## src/rtl/scr_pkg.sv

```systemverilog
package scr_pkg;

  // Widest register the elaboration-time helpers support.
  localparam int SCR_MAX_W = 64;

  typedef logic [SCR_MAX_W-1:0] scr_vec_t;

  // One Galois shift of an m-bit register; taps[k] is the x^k coefficient.
  function automatic scr_vec_t galois_step(scr_vec_t q, scr_vec_t taps, int m);
    scr_vec_t nq;
    logic     fb;
    fb = q[m-1];
    nq = '0;
    for (int k = 0; k < SCR_MAX_W; k++) begin
      if (k == 0) begin
        nq[k] = fb;
      end else if (k < m) begin
        nq[k] = q[k-1] ^ (taps[k] & fb);
      end
    end
    return nq;
  endfunction

  // Apply galois_step a given number of times.
  function automatic scr_vec_t galois_advance(scr_vec_t q, scr_vec_t taps, int m, int steps);
    scr_vec_t r;
    r = q;
    for (int s = 0; s < steps; s++) begin
      r = galois_step(r, taps, m);
    end
    return r;
  endfunction

endpackage

```

## src/rtl/scr_state_adv.sv

```systemverilog
// N-step jump of the register: each next-state bit is an XOR of a fixed
// subset of current-state bits, found from one-hot responses.
module scr_state_adv
  import scr_pkg::*;
#(
  parameter int unsigned             STEPS  = 8,
  parameter int unsigned             REG_W  = 16,
  parameter logic [REG_W-1:0]        TAPS   = 16'h0039
) (
  input  logic [REG_W-1:0] cur_state,
  output logic [REG_W-1:0] nxt_state
);

  localparam int MAT_BITS = REG_W * REG_W;

  // Row j (REG_W bits) = mask of cur_state bits that feed nxt_state[j].
  function automatic logic [MAT_BITS-1:0] build_adv();
    logic [MAT_BITS-1:0] mat;
    scr_vec_t            resp;
    mat = '0;
    for (int i = 0; i < int'(REG_W); i++) begin
      resp = galois_advance(scr_vec_t'(1) << i, scr_vec_t'(TAPS), int'(REG_W), int'(STEPS));
      for (int j = 0; j < int'(REG_W); j++) begin
        mat[j*int'(REG_W) + i] = resp[j];
      end
    end
    return mat;
  endfunction

  localparam logic [MAT_BITS-1:0] ADV_MAT = build_adv();

  for (genvar j = 0; j < int'(REG_W); j++) begin : g_row
    assign nxt_state[j] = ^(cur_state & ADV_MAT[j*REG_W +: REG_W]);
  end

endmodule

```

## src/rtl/scr_keystream.sv

```systemverilog
// Keystream for one word: bit n is the register MSB after n serial steps,
// written as an XOR of a fixed subset of the current state.
module scr_keystream
  import scr_pkg::*;
#(
  parameter int unsigned      WORD_W = 8,
  parameter int unsigned      REG_W  = 16,
  parameter logic [REG_W-1:0] TAPS   = 16'h0039
) (
  input  logic [REG_W-1:0]  cur_state,
  output logic [WORD_W-1:0] key
);

  localparam int MAT_BITS = WORD_W * REG_W;

  function automatic logic [MAT_BITS-1:0] build_key();
    logic [MAT_BITS-1:0] mat;
    scr_vec_t            resp;
    mat = '0;
    for (int i = 0; i < int'(REG_W); i++) begin
      resp = scr_vec_t'(1) << i;
      for (int n = 0; n < int'(WORD_W); n++) begin
        mat[n*int'(REG_W) + i] = resp[int'(REG_W)-1];
        resp = galois_step(resp, scr_vec_t'(TAPS), int'(REG_W));
      end
    end
    return mat;
  endfunction

  localparam logic [MAT_BITS-1:0] KEY_MAT = build_key();

  for (genvar n = 0; n < int'(WORD_W); n++) begin : g_bit
    assign key[n] = ^(cur_state & KEY_MAT[n*REG_W +: REG_W]);
  end

endmodule

```

## src/rtl/scr_out_stage.sv

```systemverilog
// One-word output register with valid/ready handshake; the data-to-output
// matrix is the identity, so each bit is its data bit XOR its key bit.
module scr_out_stage #(
  parameter int unsigned WORD_W = 8
) (
  input  logic              clk,
  input  logic              rst_n,
  input  logic              take,
  input  logic [WORD_W-1:0] word_in,
  input  logic [WORD_W-1:0] key,
  input  logic              sink_ready,
  output logic              space_ok,
  output logic              held_valid,
  output logic [WORD_W-1:0] held_data
);

  assign space_ok = !held_valid || sink_ready;

  always_ff @(posedge clk or negedge rst_n) begin
    if (!rst_n) begin
      held_valid <= 1'b0;
      held_data  <= '0;
    end else if (take) begin
      held_valid <= 1'b1;
      held_data  <= word_in ^ key;
    end else if (sink_ready) begin
      held_valid <= 1'b0;
    end
  end


  out_hold_chk: assert property (@(posedge clk) disable iff (!rst_n)
    (held_valid && !sink_ready) |=> (held_valid && $stable(held_data)));


  valid_src_chk: assert property (@(posedge clk) disable iff (!rst_n)
    $rose(held_valid) |-> $past(take));


  valid_drop_chk: assert property (@(posedge clk) disable iff (!rst_n)
    (held_valid && sink_ready && !take) |=> !held_valid);

endmodule

```

## src/rtl/parallel_scrambler.sv

```systemverilog
module parallel_scrambler
  import scr_pkg::*;
#(
  parameter int unsigned         DATA_W = 8,
  parameter int unsigned         POLY_W = 16,
  parameter logic [POLY_W-1:0]   POLY   = 16'h0039
) (
  input  logic              clk,
  input  logic              rst_n,
  input  logic              seed_load,
  input  logic              in_valid,
  output logic              in_ready,
  input  logic [DATA_W-1:0] in_data,
  output logic              out_valid,
  input  logic              out_ready,
  output logic [DATA_W-1:0] out_data
);

  localparam logic [POLY_W-1:0] SEED = '1;

  logic [POLY_W-1:0] state_q;
  logic [POLY_W-1:0] base_state;
  logic [POLY_W-1:0] adv_state;
  logic [DATA_W-1:0] key;
  logic              accept;

  // A seed in the same cycle as a word takes effect before the word.
  assign base_state = seed_load ? SEED : state_q;
  assign accept     = in_valid && in_ready;

  scr_state_adv #(
    .STEPS (DATA_W),
    .REG_W (POLY_W),
    .TAPS  (POLY)
  ) u_adv (
    .cur_state (base_state),
    .nxt_state (adv_state)
  );

  scr_keystream #(
    .WORD_W (DATA_W),
    .REG_W  (POLY_W),
    .TAPS   (POLY)
  ) u_key (
    .cur_state (base_state),
    .key       (key)
  );

  scr_out_stage #(
    .WORD_W (DATA_W)
  ) u_out (
    .clk        (clk),
    .rst_n      (rst_n),
    .take       (accept),
    .word_in    (in_data),
    .key        (key),
    .sink_ready (out_ready),
    .space_ok   (in_ready),
    .held_valid (out_valid),
    .held_data  (out_data)
  );

  always_ff @(posedge clk or negedge rst_n) begin
    if (!rst_n) begin
      state_q <= SEED;
    end else if (accept) begin
      state_q <= adv_state;
    end else if (seed_load) begin
      state_q <= SEED;
    end
  end


  lfsr_hold_chk: assert property (@(posedge clk) disable iff (!rst_n)
    (!seed_load && !accept) |=> $stable(state_q));


  seed_ones_chk: assert property (@(posedge clk) disable iff (!rst_n)
    (seed_load && !accept) |=> (state_q == SEED));


  lfsr_nonzero_chk: assert property (@(posedge clk) disable iff (!rst_n)
    state_q != '0);

endmodule

```

## config.mk

```make
export PLATFORM = sky130hd
export DESIGN_NAME = parallel_scrambler
export DESIGN_NICKNAME = d
export VERILOG_FILES = /design/src/rtl/scr_pkg.sv /design/src/rtl/scr_state_adv.sv /design/src/rtl/scr_keystream.sv /design/src/rtl/scr_out_stage.sv /design/src/rtl/parallel_scrambler.sv
export SDC_FILE = /design/constraint.sdc
export NUM_CORES = 1
export LEC_CHECK = 0
export BUFFER_PORTS_ARGS = -buffer_cell sky130_fd_sc_hd__buf_2
export CAP_MARGIN = 10
export CORE_ASPECT_RATIO = 2
export CORE_MARGIN = 2
export CORE_UTILIZATION = 35
export DETAILED_ROUTE_END_ITERATION = 10
export MAX_ROUTING_LAYER = met4
export SLEW_MARGIN = 10
export SYNTH_ARGS = -nofsm -noshare
export SYNTH_HDL_FRONTEND = slang
export SYNTH_SLANG_ARGS = --single-unit
```

## constraint.sdc

```tcl
create_clock -name clk -period 2.75 [get_ports clk]
set_clock_uncertainty 0.1 [all_clocks]
set_input_delay 0.55 -clock clk [delete_from_list [all_inputs] [get_ports clk]]
set_output_delay 0.55 -clock clk [all_outputs]
set_load 0.02 [all_outputs]
```

==> impl_metrics.env <==
export IMPL_synthSimpleGateAreaFrac=0.0932
export IMPL_clk_pin_slew_ns=0.08
export IMPL_syn_area_per_cell_sq_um=11.8
export IMPL_cts_resized=0
export IMPL_drv_slew=0
export IMPL_drc=0
export IMPL_die_x_microns=47.3
export IMPL_worstPathArrival_ns=1.00
export IMPL_pwr_share_seq=0.503
export IMPL_drive_above_1_share=0.414
export IMPL_cts_tree="yes"
export IMPL_rsz0062_at_grt="no"
export IMPL_yosysSeqAreaShare=0.491
export IMPL_cp_max_fo=13
export IMPL_layout_commonest_cell="buf_2"
export IMPL_die_y_microns=90.7
export IMPL_switching_share=0.303
export IMPL_nNetsFinal=142
export IMPL_ys_warn_count=0
export IMPL_ys_ff_latch=25
export IMPL_critPathMaxStageDelay_ns=0.18
export IMPL_setup_viol=0
export IMPL_post_cts_buffers=0
export IMPL_reg2regPathDepth=3
export IMPL_placed_cells=173
export IMPL_crit_path_cell_trace="buf_2, nand2b_4, buf_2"
export IMPL_cellPowerDensity_mw_per_mm2=664
export IMPL_syn_nets=124
export IMPL_critPathRequiredTime_ns=2.10
export IMPL_hold_buffers=0
export IMPL_r2r_start="state_q[9]$_DFF_PN1_"
export IMPL_port_buffers=22
export IMPL_cts_inserted_buffers=3
export IMPL_max_freq_mhz=605
export IMPL_vias=841
export IMPL_grt_pass1_wl_microns=4190
export IMPL_drt_pass1_iterations=4
export IMPL_antennaDiodeCount=0
export IMPL_area_growth_pct=11.8
export IMPL_dp_hpwl_microns=1830
export IMPL_core_area_sq_mm=0.00361
export IMPL_hold_path_class="input pin to asynchronous set/reset pin"
export IMPL_p_leak_nw=0.607
export IMPL_period_needed_ns=1.65
export IMPL_cts_root_buf="clkbuf_8"
export IMPL_antenna_found_initial=0
export IMPL_layout_common_cells="buf_2, xnor2_1, dfstp_2, nor2_1, dfrtp_1"
export IMPL_clk_path_buf_depth=2
export IMPL_start_util=0.365
export IMPL_period_share=0.601
export IMPL_status="finished, final reports clean"
export IMPL_synth_compound_area_frac=0.103
export IMPL_cp_slowest_cell="nand2b_4"
export IMPL_hold_viol=0
export IMPL_path_class="input pin to primary output"
export IMPL_die_area_sq_mm=0.00429
export IMPL_io_pins=23
export IMPL_synth_xor_area_frac=0.198
export IMPL_cts_sinks=25
export IMPL_drv_cap=0
export IMPL_slew_headroom=0.619
export IMPL_syn_area_sq_mm=0.00132
export IMPL_htreeDepth=1
export IMPL_setup_worst_path_end_class="primary output"
export IMPL_grt_pass1_vias=943
export IMPL_wl_microns=2500
export IMPL_worstSetupStartpointType="input pin"
export IMPL_layout_cells_non_filler=177
export IMPL_synth_mux_area_fraction=0.0685
export IMPL_pwr_share_comb=0.278
export IMPL_reg2reg_to="state_q[4]$_DFF_PN1_"
export IMPL_fp_row_count=31
export IMPL_vias_per_cell=4.75
export IMPL_wl_per_cell_microns=14.1
export IMPL_r2r_slack_ns=1.28
export IMPL_fin_setup_tns_ns=0
export IMPL_synth_cells=111
export IMPL_grt_ovfl_total=0
export IMPL_tightest_slew_ns=0.572
export IMPL_place_gp_congestion=0.722
export IMPL_p_int_mw=0.681
export IMPL_synth_cell_type_count=21
export IMPL_drt_iter0_drc=10
export IMPL_synth_top_family_by_area="XOR/XNOR gates"
export IMPL_power_switching_mw=0.296
export IMPL_grt_util_all_layers=0.137
export IMPL_peakVddDrop_v=0.000292
export IMPL_grt_max_degree=26
export IMPL_insertion_delay_ns=0.26
export IMPL_crit_top_cell="buf_2"
export IMPL_clockPowerShare=0.218
export IMPL_synth_adder_area_share=0
export IMPL_drtAntennaViolNets=0
[through the flow]
step	hold WS, ns	util	power [mW]	worst slack, ns	cell area, sq um
3_5_place_dp	0.398	0.395	0.775	1.05	1430
2_1_floorplan	0.154	-	0.702	1.24	1320
3_3_place_gp	0.384	0.395	0.767	1.07	1430
6_report	0.171	0.408	0.977	1.10	1470
4_1_cts	0.190	0.408	0.995	1.08	1470
5_1_grt	0.195	0.408	1.04	1.05	1470
[Yosys cell counts]
cell type  instances  area (sq um)
clkbuf_2           2          10.0
nand3b_1           1          7.51
a211o_1            8          70.1
and2_4             1          8.76
dfstp_2           16           420
o22ai_1            8          50.1
buf_6              3          33.8
mux2_2             8          90.1
xor2_1             8          70.1
nand2b_4           1          13.8
nor2_1            12          45.0
buf_2              2          10.0
and3_1             6          37.5
nand2b_1           1          6.26
dfrtp_1            9           225
nand2_1            1          3.75
xor2_2             1          16.3
xnor2_1           18           158
a21boi_0           2          15.0
xnor2_2            1          16.3
clkbuf_1           2          7.51
[flip-flops by register name (all words and copies together), names as in the netlist]
| name | count |
|---|---|
| state_q | 16 |
| u_out.held_data | 8 |
| u_out.held_valid | 1 |
[layer usage]
layer / track usage / part of all wire
met1: 0.141 / 0.39
met2: 0.235 / 0.57
met3: 0.0180 / 0.022
met4: 0.0625 / 0.015
met5: - / 0
[worst max-delay path: cells and delay by family]
family / cells / cell delay, ns
buffers and inverters: 2 / 0.28
and+or+nand+nor: 1 / 0.18
[final cells by class]
cell class	instances	area, sq um
fillers	364	2140
clock buffers	4	45.0
multi-input cells	77	608
repair buffers	22	110
flip-flops and latches	25	646
well taps	49	61.3
[how the worst max path moves through the flow]
stage	startpoint	endpoint	slack (ns)	depth (start not counted)
2_1_floorplan	out_ready	in_ready	1.24	2
3_3_place_gp	out_ready	u_out.held_data[4]$_DFFE_PN0P_	1.07	4
4_1_cts	u_out.held_valid$_DFFE_PN0P_	in_ready	1.08	2
3_5_place_dp	out_ready	u_out.held_data[0]$_DFFE_PN0P_	1.05	4
5_1_grt	u_out.held_valid$_DFFE_PN0P_	in_ready	1.05	2
6_report	out_ready	in_ready	1.10	3
[power by group through the flow]
| stage | combinational [mW] | clock, mW | sequential, mW |
|---|---|---|---|
| finish | 0.272 | 0.213 | 0.492 |
| global route | 0.297 | 0.245 | 0.501 |
| CTS | 0.277 | 0.225 | 0.493 |
| detailed placement | 0.275 | 0 | 0.500 |
| global placement | 0.270 | 0 | 0.497 |
| floorplan | 0.185 | 0 | 0.518 |
[logic make-up (layout without fill, tap and decap cells)]
group                     Yosys count  after routing
AOI/OAI and AO/OA                  18             18
xor gates and xnor gates           28             28
buffers and inverters               9             26
DFF                                25             25
muxes                               8              8
and+or+nand+nor                    23             23
No activity file was read; power rests on OpenSTA's default activity.
